**src/rtl/divstep_pkg.sv**
```systemverilog
package divstep_pkg;
  // one-hot phase code: bit 0 idle, bit 1 calculation, bit 2 finished
  typedef enum logic [2:0] {
    PH_IDLE = 3'b001,
    PH_CALC = 3'b010,
    PH_FIN  = 3'b100
  } phase_t;
endpackage

```
**src/rtl/divstep_sub_unit.sv**
```systemverilog
module divstep_sub_unit #(
  parameter int WIDTH = 8
) (
  input  logic [WIDTH-1:0] acc,
  input  logic [WIDTH-1:0] dvs,
  input  logic [WIDTH-1:0] cnt,
  output logic             fits,
  output logic [WIDTH-1:0] diff,
  output logic [WIDTH-1:0] cnt_inc
);
  localparam logic [WIDTH-1:0] ONE = WIDTH'(1);

  always_comb begin
    fits    = (acc >= dvs);
    diff    = acc - dvs;
    cnt_inc = cnt + ONE;
  end
endmodule

```
**src/rtl/divstep_step_gate.sv**
```systemverilog
module divstep_step_gate #(
  parameter bit FREE_RUN = 1'b0
) (
  input  logic step_in,
  output logic step_ok
);
  generate
    if (FREE_RUN) begin : g_free
      logic unused_step;
      assign unused_step = step_in;
      assign step_ok = 1'b1;
    end else begin : g_gated
      assign step_ok = step_in;
    end
  endgenerate
endmodule

```
**src/rtl/divstep_core.sv**
```systemverilog
module divstep_core
  import divstep_pkg::*;
#(
  parameter int WIDTH    = 8,
  parameter bit FREE_RUN = 1'b0
) (
  input  logic             clk,
  input  logic             rst,
  input  logic             start,
  input  logic             ack,
  input  logic             step,
  input  logic [WIDTH-1:0] dividend,
  input  logic [WIDTH-1:0] divisor,
  output logic [WIDTH-1:0] quotient,
  output logic [WIDTH-1:0] remainder,
  output logic             ph_idle,
  output logic             ph_calc,
  output logic             ph_fin
);
  localparam logic [WIDTH-1:0] ZERO = '0;

  phase_t           phase;
  logic [WIDTH-1:0] acc;
  logic [WIDTH-1:0] dvs;
  logic [WIDTH-1:0] cnt;
  logic             fits;
  logic [WIDTH-1:0] diff;
  logic [WIDTH-1:0] cnt_inc;
  logic             step_ok;

  divstep_sub_unit #(.WIDTH(WIDTH)) u_sub (
    .acc     (acc),
    .dvs     (dvs),
    .cnt     (cnt),
    .fits    (fits),
    .diff    (diff),
    .cnt_inc (cnt_inc)
  );

  divstep_step_gate #(.FREE_RUN(FREE_RUN)) u_gate (
    .step_in (step),
    .step_ok (step_ok)
  );

  // control and datapath share one case; registers not named in a branch hold
  always_ff @(posedge clk) begin
    if (rst) begin
      phase <= PH_IDLE;
      acc   <= ZERO;
      dvs   <= ZERO;
      cnt   <= ZERO;
    end else begin
      case (phase)
        PH_IDLE: begin
          acc <= dividend;
          dvs <= divisor;
          cnt <= ZERO;
          if (start) phase <= PH_CALC;
        end
        PH_CALC: begin
          if (step_ok) begin
            if (fits) begin
              acc <= diff;
              cnt <= cnt_inc;
            end else begin
              phase <= PH_FIN;
            end
          end
        end
        PH_FIN: begin
          if (ack) phase <= PH_IDLE;
        end
        default: phase <= PH_IDLE;
      endcase
    end
  end

  assign quotient  = cnt;
  assign remainder = acc;
  assign ph_idle   = phase[0];
  assign ph_calc   = phase[1];
  assign ph_fin    = phase[2];

  // indicators stay one-hot
  a_r2_one_phase: assert property (@(posedge clk) disable iff (rst)
    $countones({ph_idle, ph_calc, ph_fin}) == 1);

  // start in idle enters calculation with a cleared quotient
  a_r3_start_enters: assert property (@(posedge clk) disable iff (rst)
    (ph_idle && start) |=> (ph_calc && quotient == ZERO));

  // an enabled step with room subtracts and counts
  a_r4_sub_step: assert property (@(posedge clk) disable iff (rst)
    (ph_calc && step_ok && remainder >= dvs) |=>
      (ph_calc && remainder == $past(remainder) - $past(dvs)
               && quotient == $past(quotient) + WIDTH'(1)));

  // an enabled step without room finishes and keeps the result
  a_r5_exit: assert property (@(posedge clk) disable iff (rst)
    (ph_calc && step_ok && remainder < dvs) |=>
      (ph_fin && $stable(remainder) && $stable(quotient)));

  // no step means no change in calculation
  a_r6_hold: assert property (@(posedge clk) disable iff (rst)
    (ph_calc && !step_ok) |=>
      (ph_calc && $stable(remainder) && $stable(quotient)));

  // finished holds until ack, ack returns to idle
  a_r7_fin_hold: assert property (@(posedge clk) disable iff (rst)
    (ph_fin && !ack) |=> (ph_fin && $stable(remainder) && $stable(quotient)));
  a_r7_ack_back: assert property (@(posedge clk) disable iff (rst)
    (ph_fin && ack) |=> ph_idle);

  // a zero divisor never finishes
  a_r8_zero_spin: assert property (@(posedge clk) disable iff (rst)
    (ph_calc && dvs == ZERO) |=> ph_calc);
endmodule

```
**config.mk**
```make
export PLATFORM = sky130hd
export DESIGN_NAME = divstep_core
export DESIGN_NICKNAME = d
export VERILOG_FILES = /design/src/rtl/divstep_pkg.sv /design/src/rtl/divstep_sub_unit.sv /design/src/rtl/divstep_step_gate.sv /design/src/rtl/divstep_core.sv
export SDC_FILE = /design/constraint.sdc
export NUM_CORES = 1
export LEC_CHECK = 0
export CAP_MARGIN = 20
export CORE_ASPECT_RATIO = 1.5
export CORE_MARGIN = 3
export CORE_UTILIZATION = 54
export DETAILED_ROUTE_END_ITERATION = 6
export PLACE_DENSITY = 0.85
export SETUP_SLACK_MARGIN = 0.1
export SKIP_CTS_REPAIR_TIMING = 1
export SLEW_MARGIN = 20
export SYNTH_ARGS = -nofsm -noshare
export SYNTH_HDL_FRONTEND = slang
export SYNTH_HIERARCHICAL = 1
export SYNTH_SLANG_ARGS = --single-unit
export TNS_END_PERCENT = 5
```
**constraint.sdc**
```tcl
create_clock -name clk -period 4.6 [get_ports clk]
set_clock_uncertainty 0.2 [all_clocks]
set_input_delay 0.46 -clock clk [delete_from_list [all_inputs] [get_ports clk]]
set_output_delay 0.46 -clock clk [all_outputs]
set_load 0.02 [all_outputs]
```
==> implementation parameters, run 1 <==
Parameter                              Value

Run status
  Status    completed

Routing
  Count of unresolved DRC violations after routing    0
  Number of vias per cell after detailed routing    ~5.7
  Post-route antenna net violation count    0
  Iteration-0 DRC count of the detailed router    40
  First-pass iteration count of the detailed router    4
  Per-cell routed wire length    approximately 14 um
  Total via count after detailed routing    1543
  Final Routed Wirelength    around 3800 um

Die
  Core outline area    3000 um^2
  Vertical die dimension    between 70 and 80 um
  Ports placed on the boundary    40
  X dimension of the die    52.3 um
  Effective utilization at floorplan    a little under 60%
  # rows    24
  Die outline area    between 3000 and 4000 um^2

Global route
  Tot GR Track Use    between 20% and 30%
  First-pass GRT wire length    about 6400 um
  Pin count of the biggest net entering global routing    26
  Number of global-route vias before repair    ~1400
  Initial antenna violation count    0
  Total grt overflow    0

Placement
  Number of port buffers    39
  Gpl congestion    0.945
  Detail Placement HPWL    about 2800 um

Timing
  Normalized max-slew margin    between 40% and 50%
  Accumulated negative setup slack    0 ps
  Unrepaired setup endpoints after global routing    false
  Count of final setup violators    0
  Fmax    0.317 GHz
  Slew at the pin closest to its max-slew limit    ~800 ps
  Max Slew Vio Count    0
  Share of the cycle needed by the critical path after routing    about 69%
  Number of hold-slack violations in the final timing report    0
  Final Critical Period    between 3000 and 4000 ps

Finish
  Number of fill cells    roughly 260
  Seq. cell area    541 um^2
  Fin nets    between 200 and 300
  Antenna diode count    0
  Combined area of the multi-input logic cells    roughly 1100 um^2
  Utilization after layout    between 70 and 80%
  Area added between synthesis and finish    23.8%
  Share of post-route cells with drive strength above 1    under 10%

Clock tree
  CTS tree    yes
  TritonCTS Sinks    27
  Total clock buffers created by CTS    3
  Clock input transition at the sequential cells of the worst setup and hold paths    100 ps
  Worst-case clock buffer depth    2
  Insertion delay to the later sink of the worst-skew pair    roughly 270 ps
  H-tree depth    1
  Root cell of the clock tree    sky130_fd_sc_hd__clkbuf_8

Power
  Worst ir drop on vdd    roughly 0.28 mV
  Pwr Density    324 nW/um^2
  Leakage    approximately 0.86 nW

Logic synthesis
  Avg Inst Size Synth    8.78 um^2
  Number of warnings issued by yosys    6
  Net Count, Synth    229
  Gate Count Post-Synth    around 200
  Number of flops mapped to enable cells by yosys    0
  Sequential-to-total area share from yosys stat    between 30% and 40%
  Share of synthesized registers carrying an async set or reset    0%
  Mapped cell area    1740 um^2
  Top_reg_cell synth    sky130_fd_sc_hd__dfxtp_1
  Number of distinct library cells after synthesis    39
  Count of state elements after synthesis    27

Critical path
  Category of the worst setup path capture point    flop
  Crit path launch type    flop
  Data arrival time of the critical path    between 3000 and 4000 ps
  Cells on worst reg2reg path    11
  Crit Path Class    flop to flop
  CP Max Fanout    16
  Required time reported for the critical path endpoint    around 4500 ps

Min path
  Number of instances on the worst hold path    2
  Path type of the worst min-delay path    flop to flop

Job
  Count of max-cap constraint violations    0
## report_power, final
part | switching (mW) | internal [mW] | total [mW]
sequential | 0.0213 | 0.254 | 0.275
clock | 0.0793 | 0.0615 | 0.141
combinational | 0.146 | 0.136 | 0.282
## worst paths after layout
kind | from | end | slack, ps
hold reg to reg | quotient[7]$_SDFFE_PP0P_ | quotient[7]$_SDFFE_PP0P_ | 300
hold / removal | quotient[7]$_SDFFE_PP0P_ | quotient[7]$_SDFFE_PP0P_ | 300
setup reg to reg | remainder[0]$_SDFFE_PP0P_ | quotient[5]$_SDFFE_PP0P_ | 1440
setup / recovery | remainder[0]$_SDFFE_PP0P_ | quotient[5]$_SDFFE_PP0P_ | 1440
## cell families (layout without fill, tap and decap cells)
group                      Yosys count  count (layout)  share of synthesized area (%)
AOI/OAI and AO/OA                   40              40                           16.0
adders and majority gates           10              10                           7.63
muxes                               24              24                           13.8
buffers and inverters               27              59                           8.42
xor gates and xnor gates            10              10                           5.04
and+or+nand+nor                     60              60                           18.0
DFF                                 27              27                           31.1
## per-stage QoR
step	instance area, um^2	setup WS [ps]	hold slack (ps)	cells	power (mW)
after floorplan	1740	1690	260	198	0.486
after global placement	2100	1600	272	265	0.554
after detailed placement	2100	1560	279	265	0.557
after CTS	2150	1460	300	269	0.698
after global routing	2150	1250	338	269	0.742
final	2150	1440	297	269	0.698
## flip-flops by register name (all words and copies together) (netlist names)
register	flops
quotient	8
dvs	8
phase	3
remainder	8
## cells in the mapped netlist (2+ instances only)
master / count / area [um^2]
sky130_fd_sc_hd__dfxtp_1: 27 / 541
sky130_fd_sc_hd__mux2i_1: 24 / 240
sky130_fd_sc_hd__a21oi_1: 15 / 75.1
sky130_fd_sc_hd__inv_1: 14 / 52.6
sky130_fd_sc_hd__nand3_1: 14 / 70.1
sky130_fd_sc_hd__nor2_1: 11 / 41.3
sky130_fd_sc_hd__nand2_1: 10 / 37.5
sky130_fd_sc_hd__nand2b_1: 10 / 62.6
sky130_fd_sc_hd__ha_1: 9 / 113
sky130_fd_sc_hd__o311ai_0: 8 / 70.1
sky130_fd_sc_hd__xnor2_1: 8 / 70.1
sky130_fd_sc_hd__a21o_1: 4 / 30.0
sky130_fd_sc_hd__clkbuf_1: 4 / 15.0
sky130_fd_sc_hd__nor3b_1: 4 / 30.0
sky130_fd_sc_hd__buf_2: 3 / 15.0
sky130_fd_sc_hd__buf_6: 3 / 33.8
sky130_fd_sc_hd__and3_1: 2 / 12.5
sky130_fd_sc_hd__buf_4: 2 / 15.0
sky130_fd_sc_hd__nand4_1: 2 / 12.5
sky130_fd_sc_hd__nor2b_1: 2 / 12.5
sky130_fd_sc_hd__nor3_1: 2 / 10.0
sky130_fd_sc_hd__o21ai_0: 2 / 10.0
sky130_fd_sc_hd__xor2_1: 2 / 17.5
## final cells by class
cell class / instances / area share, %
clock buffers: 3 / 1.92
inverters: 14 / 2.44
clock inverters: 1 / 0.349
flip-flops and latches: 27 / 25.1
multi-input cells: 144 / 49.1
repair buffers: 41 / 18.8
well taps: 39 / 2.27
## worst max-delay path: stages (launching register included)
cell	delay, ps
sky130_fd_sc_hd__dfxtp_1	340
sky130_fd_sc_hd__inv_1	60
sky130_fd_sc_hd__ha_1	150
sky130_fd_sc_hd__inv_1	50
sky130_fd_sc_hd__fa_1	390
sky130_fd_sc_hd__a21o_1	190
sky130_fd_sc_hd__a21oi_1	240
sky130_fd_sc_hd__a21oi_1	120
sky130_fd_sc_hd__a211o_1	300
sky130_fd_sc_hd__and4b_1	290
sky130_fd_sc_hd__o21ba_1	460
sky130_fd_sc_hd__mux2i_1	210
## layer usage
layer	vias up	GRT usage (%)	part of all wire, %
li1	771	-	-
met3	8	2.54	4.5
met1	705	27.3	45
met5	-	0	0
met4	0	5.97	1.7
met2	59	36.0	49
## layout by cell type (no fill, tap or decap), drive strengths merged, types with 2 or more instances in the layout
cell type / instances
xnor2: 8
xor2: 2
nand4: 2
nor3: 2
clkbuf: 3
and3: 2
a21o: 4
ha: 9
dfxtp: 27
nand2b: 10
o21ai: 2
mux2i: 24
nand2: 10
nor3b: 4
inv: 14
buf: 2
clkdlybuf4s50: 39
nor2b: 2
a21oi: 16
nand3: 14
o311ai: 8
nor2: 11
Note: power is estimated with default switching activity, not from simulation.
==> run 2: changes to the inputs <==
--- a/config.mk
+++ b/config.mk
@@ -8,9 +8,9 @@
 export CAP_MARGIN = 20
 export CORE_ASPECT_RATIO = 1.5
 export CORE_MARGIN = 3
-export CORE_UTILIZATION = 54
+export CORE_UTILIZATION = 50
 export DETAILED_ROUTE_END_ITERATION = 6
-export PLACE_DENSITY = 0.85
+export PLACE_DENSITY = 0.8
 export SETUP_SLACK_MARGIN = 0.1
 export SKIP_CTS_REPAIR_TIMING = 1
 export SLEW_MARGIN = 20
==> constraint.sdc (replaced) <==
create_clock -name clk -period 3.3 [get_ports clk]
set_clock_uncertainty 0.2 [all_clocks]
set_input_delay 0.33 -clock clk [delete_from_list [all_inputs] [get_ports clk]]
set_output_delay 0.33 -clock clk [all_outputs]
set_load 0.02 [all_outputs]
==> run 2 against run 1 <==
Setup slack got worse by 1200 ps. Core utilization decreased by 5.6 points. Design area is 0.12% lower. Routed wire length up 3.6%. Sequential share of layout area barely moved. Die area is 7.2% higher. Maximum frequency rose by 1.7%. Largest power group unchanged. Highest routed layer unchanged.
==> implementation parameters, run 2 (synthesis results as in run 1) <==
Parameter                              Value

Die
  X dimension of the die    54.2 um (+3.5%)
  Effective utilization at floorplan    53.5% (-4.5 points)
  Vertical die dimension    78.2 um (+3.6%)
  Core outline area    3250 um^2 (+8.3%)
  Die outline area    4240 um^2 (+7.2%)
  Ports placed on the boundary    40 (unchanged)
  # rows    25 (+4.2%)

Clock tree
  Root cell of the clock tree    sky130_fd_sc_hd__clkbuf_8
  Worst-case clock buffer depth    2 (unchanged)
  Total clock buffers created by CTS    3 (unchanged)
  Insertion delay to the later sink of the worst-skew pair    270 ps (about the same)
  CTS tree    yes
  Clock input transition at the sequential cells of the worst setup and hold paths    90 ps (about the same)
  H-tree depth    1 (unchanged)
  TritonCTS Sinks    27 (unchanged)

Finish
  Commonest non-fill, non-tap cell in the layout    sky130_fd_sc_hd__clkdlybuf4s50_1
  Final design area excluding fillers    2150 um^2 (-0.12%)
  Top library cells by usage in the layout, fill and taps aside    39 x sky130_fd_sc_hd__clkdlybuf4s50_1, 27 x sky130_fd_sc_hd__dfxtp_1, 24 x sky130_fd_sc_hd__mux2i_1
  Share of post-route cells with drive strength above 1    3.91% (unchanged)
  Antenna diode count    0 (unchanged)
  Area added between synthesis and finish    23.7%
  Fin nets    262 (unchanged)

Routing
  Iteration-0 DRC count of the detailed router    52 (+30%)
  Final Routed Wirelength    3910 um (+3.6%)
  Post-route antenna net violation count    0 (unchanged)
  Total via count after detailed routing    1542 (-0.065%)
  First-pass iteration count of the detailed router    5 (+1)
  Per-cell routed wire length    14.5 um (+3.2%)
  Count of unresolved DRC violations after routing    0 (unchanged)
  Number of vias per cell after detailed routing    5.71 (-0.43%)

Global route
  Tot GR Track Use    19.9% (-1.1 points)
  Pin count of the biggest net entering global routing    26 (unchanged)
  Met2 capacity usage during global routing    33.0% (-3.1 points)
  Met3 track utilization from global routing    3.42% (+0.87 points)
  Number of global-route vias before repair    1425 (+0.56%)
  Grt peak-use layer    met2
  Total grt overflow    0 (unchanged)
  First-pass GRT wire length    6510 um (+1.2%)
  Global-route track usage on met1    24.9% (-2.5 points)
  Initial antenna violation count    0 (unchanged)

Placement
  Detail Placement HPWL    2840 um (-0.24%)
  Gpl congestion    0.857 (-9.4%)
  Number of port buffers    39 (unchanged)
  Post-place instance area    2110 um^2 (about the same)

Timing
  Fmax    0.322 GHz (+1.7%)
  Slew at the pin closest to its max-slew limit    677 ps (-105 ps)
  Max Slew Vio Count    0 (unchanged)
  Unrepaired setup endpoints after global routing    false
  Count of final setup violators    0 (unchanged)
  Accumulated negative setup slack    0 ps (unchanged)
  Number of hold-slack violations in the final timing report    0 (unchanged)
  Final Critical Period    3100 ps (-52.3 ps)
  Share of the cycle needed by the critical path after routing    94.1% (+25 points)
  Normalized max-slew margin    54.8% (+6.9 points)

Critical path
  CP Max Fanout    16 (unchanged)
  Crit Path Class    flop to flop
  Reg2reg setup slack    200 ps (-1250 ps)
  Required time reported for the critical path endpoint    3240 ps (-1300 ps)
  Data arrival time of the critical path    3050 ps (-50 ps)
  Crit path launch type    flop
  Category of the worst setup path capture point    flop

Power
  Worst ir drop on vdd    0.350 mV (+27%)
  Leakage    0.861 nW (-0.15%)
  Pwr Density    447 nW/um^2 (+38%)

Min path
  Path type of the worst min-delay path    flop to flop

Job
  Count of max-cap constraint violations    0 (unchanged)

Run status
  Status    completed
## run 2: worst max-delay path: stages (launching register included)
cell and delay (ps):
sky130_fd_sc_hd__dfxtp_1 340, sky130_fd_sc_hd__inv_1 70, sky130_fd_sc_hd__ha_1 160, sky130_fd_sc_hd__inv_1 50
sky130_fd_sc_hd__fa_1 400, sky130_fd_sc_hd__a21o_1 190, sky130_fd_sc_hd__a21oi_1 280, sky130_fd_sc_hd__a21oi_1 130
sky130_fd_sc_hd__a211o_1 290, sky130_fd_sc_hd__and4b_1 300, sky130_fd_sc_hd__o21ba_2 390, sky130_fd_sc_hd__mux2i_1 170
## run 2: area by class of cell
cell class                      instances  area (um^2)
Tap cell                               40         50.0
Timing Repair Buffer                   41          405
Fill cell                             289         1100
Clock buffer                            4         45.0
Inverter                               14         52.6
Sequential cell                        27          541
Multi-Input combinational cell        144         1060
## run 2: metrics by stage
| stage | total power [mW] | setup WS, ps | util [%] | hold WS (ps) | cells |
|---|---|---|---|---|---|
| 6_report | 0.962 | 196 | 66.1 | 287 | 270 |
| 5_1_grt | 1.02 | 120 | 66.1 | 320 | 270 |
| 4_1_cts | 0.966 | 109 | 66.1 | 294 | 270 |
| 3_5_place_dp | 0.776 | 207 | 64.7 | 282 | 266 |
| 3_3_place_gp | 0.774 | 270 | 64.7 | 271 | 266 |
| 2_1_floorplan | 0.677 | 392 | - | 260 | 198 |
## run 2: routing by layer
metal,routed length [um],up-vias
li1,-,774
met1,1690,710
met2,1970,52
met3,207,6
met4,48,0
met5,0,-
## run 2: worst paths after layout
path / start / end / cells after the start
worst min register to register: quotient[7]$_SDFFE_PP0P_ / quotient[7]$_SDFFE_PP0P_ / 2
worst max register to register: remainder[0]$_SDFFE_PP0P_ / quotient[2]$_SDFFE_PP0P_ / 11
worst min-delay path: quotient[7]$_SDFFE_PP0P_ / quotient[7]$_SDFFE_PP0P_ / 2
worst max-delay path: remainder[0]$_SDFFE_PP0P_ / quotient[2]$_SDFFE_PP0P_ / 11
## run 2: power by group
part | internal (mW) | switching, mW
sequential | 0.354 | 0.0295
clock | 0.0864 | 0.0975
combinational | 0.190 | 0.205
==> run 3: changes to the inputs <==
--- a/config.mk
+++ b/config.mk
@@ -6,12 +6,12 @@
 export NUM_CORES = 1
 export LEC_CHECK = 0
 export CAP_MARGIN = 20
-export CORE_ASPECT_RATIO = 1.5
+export CORE_ASPECT_RATIO = 1.4
 export CORE_MARGIN = 3
 export CORE_UTILIZATION = 50
 export DETAILED_ROUTE_END_ITERATION = 6
 export PLACE_DENSITY = 0.8
-export SETUP_SLACK_MARGIN = 0.1
+export SETUP_SLACK_MARGIN = 0.3
 export SKIP_CTS_REPAIR_TIMING = 1
 export SLEW_MARGIN = 20
 export SYNTH_ARGS = -nofsm -noshare
==> run 3 against run 2 <==
Clock power increased by 3%. Sequential cell count unchanged. Critical path depth unchanged. Largest power group unchanged. Die area decreased by 0.10%. Combinational power about the same.
==> implementation parameters, run 3 (synthesis results as in run 1) <==
Parameter                              Value

Routing
  Final Routed Wirelength    3770 um (-3.5%)
  Iteration-0 DRC count of the detailed router    32 (-38%)
  Total via count after detailed routing    1530 (-0.78%)
  Per-cell routed wire length    14.0 um (-3.1%)
  Count of unresolved DRC violations after routing    0 (unchanged)
  First-pass iteration count of the detailed router    4 (-1)
  Number of vias per cell after detailed routing    5.69 (-0.41%)
  Post-route antenna net violation count    0 (unchanged)

Finish
  Final non-filler cell total    269 (-0.37%)
  Share of post-route cells with drive strength above 1    3.91% (unchanged)
  Area added between synthesis and finish    24.0%
  Commonest non-fill, non-tap cell in the layout    sky130_fd_sc_hd__clkdlybuf4s50_1
  Fin nets    262 (unchanged)
  Number of fill cells    271 (-6.2%)
  Antenna diode count    0 (unchanged)
  Top library cells by usage in the layout, fill and taps aside    39 x sky130_fd_sc_hd__clkdlybuf4s50_1, 27 x sky130_fd_sc_hd__dfxtp_1, 24 x sky130_fd_sc_hd__mux2i_1

Die
  Die outline area    4230 um^2 (-0.10%)
  Effective utilization at floorplan    54.1% (+0.67 points)
  Vertical die dimension    75.8 um (-3.1%)
  X dimension of the die    55.8 um (+3.1%)
  Core outline area    3210 um^2 (-1.2%)
  Ports placed on the boundary    40 (unchanged)
  # rows    24 (-4.0%)

Power
  Combinational cell fraction of total power    40.7% (-0.3 points)
  Share of total power in sequential cells    39.7% (-0.2 points)
  Net switching power    0.335 mW (+0.78%)
  Power Internal    0.631 mW (+0.16%)
  Worst ir drop on vdd    0.329 mV (-6.1%)
  Clock network fraction of design power    19.6% (+0.5 points)
  Pwr Density    448 nW/um^2 (+0.14%)
  Sw Share    34.6% (+0.14 points)
  Leakage    0.864 nW (+0.38%)

Clock tree
  Insertion delay to the later sink of the worst-skew pair    270 ps (about the same)
  Worst-case clock buffer depth    2 (unchanged)
  TritonCTS Sinks    27 (unchanged)
  CTS tree    yes
  Root cell of the clock tree    sky130_fd_sc_hd__clkbuf_8
  H-tree depth    1 (unchanged)
  Total clock buffers created by CTS    3 (unchanged)
  Clock input transition at the sequential cells of the worst setup and hold paths    90 ps (about the same)

Timing
  Slew at the pin closest to its max-slew limit    665 ps (-12.6 ps)
  Final Critical Period    2890 ps (-215 ps)
  Unrepaired setup endpoints after global routing    true
  Normalized max-slew margin    55.6% (+0.84 points)
  Count of final setup violators    0 (unchanged)
  Number of hold-slack violations in the final timing report    0 (unchanged)
  Accumulated negative setup slack    0 ps (unchanged)
  Share of the cycle needed by the critical path after routing    87.6% (-6.5 points)
  Max Slew Vio Count    0 (unchanged)
  Fmax    0.346 GHz (+7.4%)

Global route
  First-pass GRT wire length    6380 um (-2.1%)
  Initial antenna violation count    0 (unchanged)
  Tot GR Track Use    18.7% (-1.2 points)
  Met2 capacity usage during global routing    34.1% (+1.1 points)
  Met3 track utilization from global routing    1.86% (-1.6 points)
  Total grt overflow    0 (unchanged)
  Number of global-route vias before repair    1425 (unchanged)
  Grt peak-use layer    met2
  Global-route track usage on met1    22.6% (-2.2 points)
  Pin count of the biggest net entering global routing    26 (unchanged)

Run status
  Status    completed

Placement
  Gpl congestion    0.927 (+8.2%)
  Number of port buffers    39 (unchanged)
  Detail Placement HPWL    2870 um (+1.1%)
  Number of placed cells counting well taps    265 (-0.38%)

Min path
  Hold_sp    quotient[7]$_SDFFE_PP0P_
  Hold-critical path endpoint    quotient[7]$_SDFFE_PP0P_
  Path type of the worst min-delay path    flop to flop
  Number of instances on the worst hold path    2 (unchanged)

Job
  Count of max-cap constraint violations    0 (unchanged)

Critical path
  Critical register-to-register path startpoint    remainder[0]$_SDFFE_PP0P_
  Required time reported for the critical path endpoint    3250 ps (about the same)
  Reg2reg end    quotient[6]$_SDFFE_PP0P_
  Crit Path Class    flop to flop
  Category of the worst setup path capture point    flop
  CP Max Fanout    16 (unchanged)
  Crit path launch type    flop
  Reg2reg setup slack    410 ps (+210 ps)
  Data arrival time of the critical path    2840 ps (-210 ps)
  Cells on worst reg2reg path    11 (unchanged)
[run 3: how the worst max path moves through the flow]
stage	from	end	slack, ps
4_1_cts	remainder[0]$_SDFFE_PP0P_	quotient[6]$_SDFFE_PP0P_	200
3_5_place_dp	remainder[0]$_SDFFE_PP0P_	quotient[6]$_SDFFE_PP0P_	240
5_1_grt	remainder[0]$_SDFFE_PP0P_	remainder[3]$_SDFFE_PP0P_	250
2_1_floorplan	remainder[0]$_SDFFE_PP0P_	quotient[5]$_SDFFE_PP0P_	390
6_report	remainder[0]$_SDFFE_PP0P_	quotient[6]$_SDFFE_PP0P_	410
3_3_place_gp	remainder[0]$_SDFFE_PP0P_	quotient[4]$_SDFFE_PP0P_	300
[run 3: through the flow]
stage | hold slack, ps | total power, mW | worst slack (ps) | util (%) | cell area [um^2]
6_report | 289 | 0.966 | 411 | 67.1 | 2160
3_3_place_gp | 273 | 0.774 | 301 | 65.5 | 2100
3_5_place_dp | 280 | 0.779 | 244 | 65.5 | 2100
5_1_grt | 338 | 1.02 | 251 | 67.1 | 2160
2_1_floorplan | 260 | 0.677 | 392 | - | 1740
4_1_cts | 293 | 0.968 | 205 | 66.9 | 2150
[run 3: worst max-delay path, stage by stage, from the launching register on]
cell and delay (ps):
sky130_fd_sc_hd__dfxtp_1 340, sky130_fd_sc_hd__inv_1 60, sky130_fd_sc_hd__ha_1 150, sky130_fd_sc_hd__inv_1 50
sky130_fd_sc_hd__fa_1 400, sky130_fd_sc_hd__a21o_1 190, sky130_fd_sc_hd__a21oi_1 230, sky130_fd_sc_hd__a21oi_1 110
sky130_fd_sc_hd__a211o_1 290, sky130_fd_sc_hd__and4b_1 300, sky130_fd_sc_hd__o21ba_4 320, sky130_fd_sc_hd__mux2i_1 150
[run 3: layout make-up]
class	instances	area [um^2]	share of cell area (%)
multi-input cells	144	1060	49.3
inverters	14	52.6	2.44
repair buffers	41	405	18.8
clock buffers	4	45.0	2.09
well taps	39	48.8	2.26
flip-flops and latches	27	541	25.1
[run 3: per-layer routing]
layer,up-vias,part of all wire [%]
met5,-,0
met4,0,1.1
met3,4,3.0
met2,30,52
met1,729,44
li1,767,-
[run 3: power groups by stage]
stage | Sequential (mW) | Clock (mW) | Combinational (mW)
3_5_place_dp | 0.391 | 0 | 0.388
4_1_cts | 0.384 | 0.195 | 0.390
6_report | 0.384 | 0.189 | 0.393
2_1_floorplan | 0.404 | 0 | 0.273
3_3_place_gp | 0.391 | 0 | 0.383
5_1_grt | 0.389 | 0.205 | 0.431
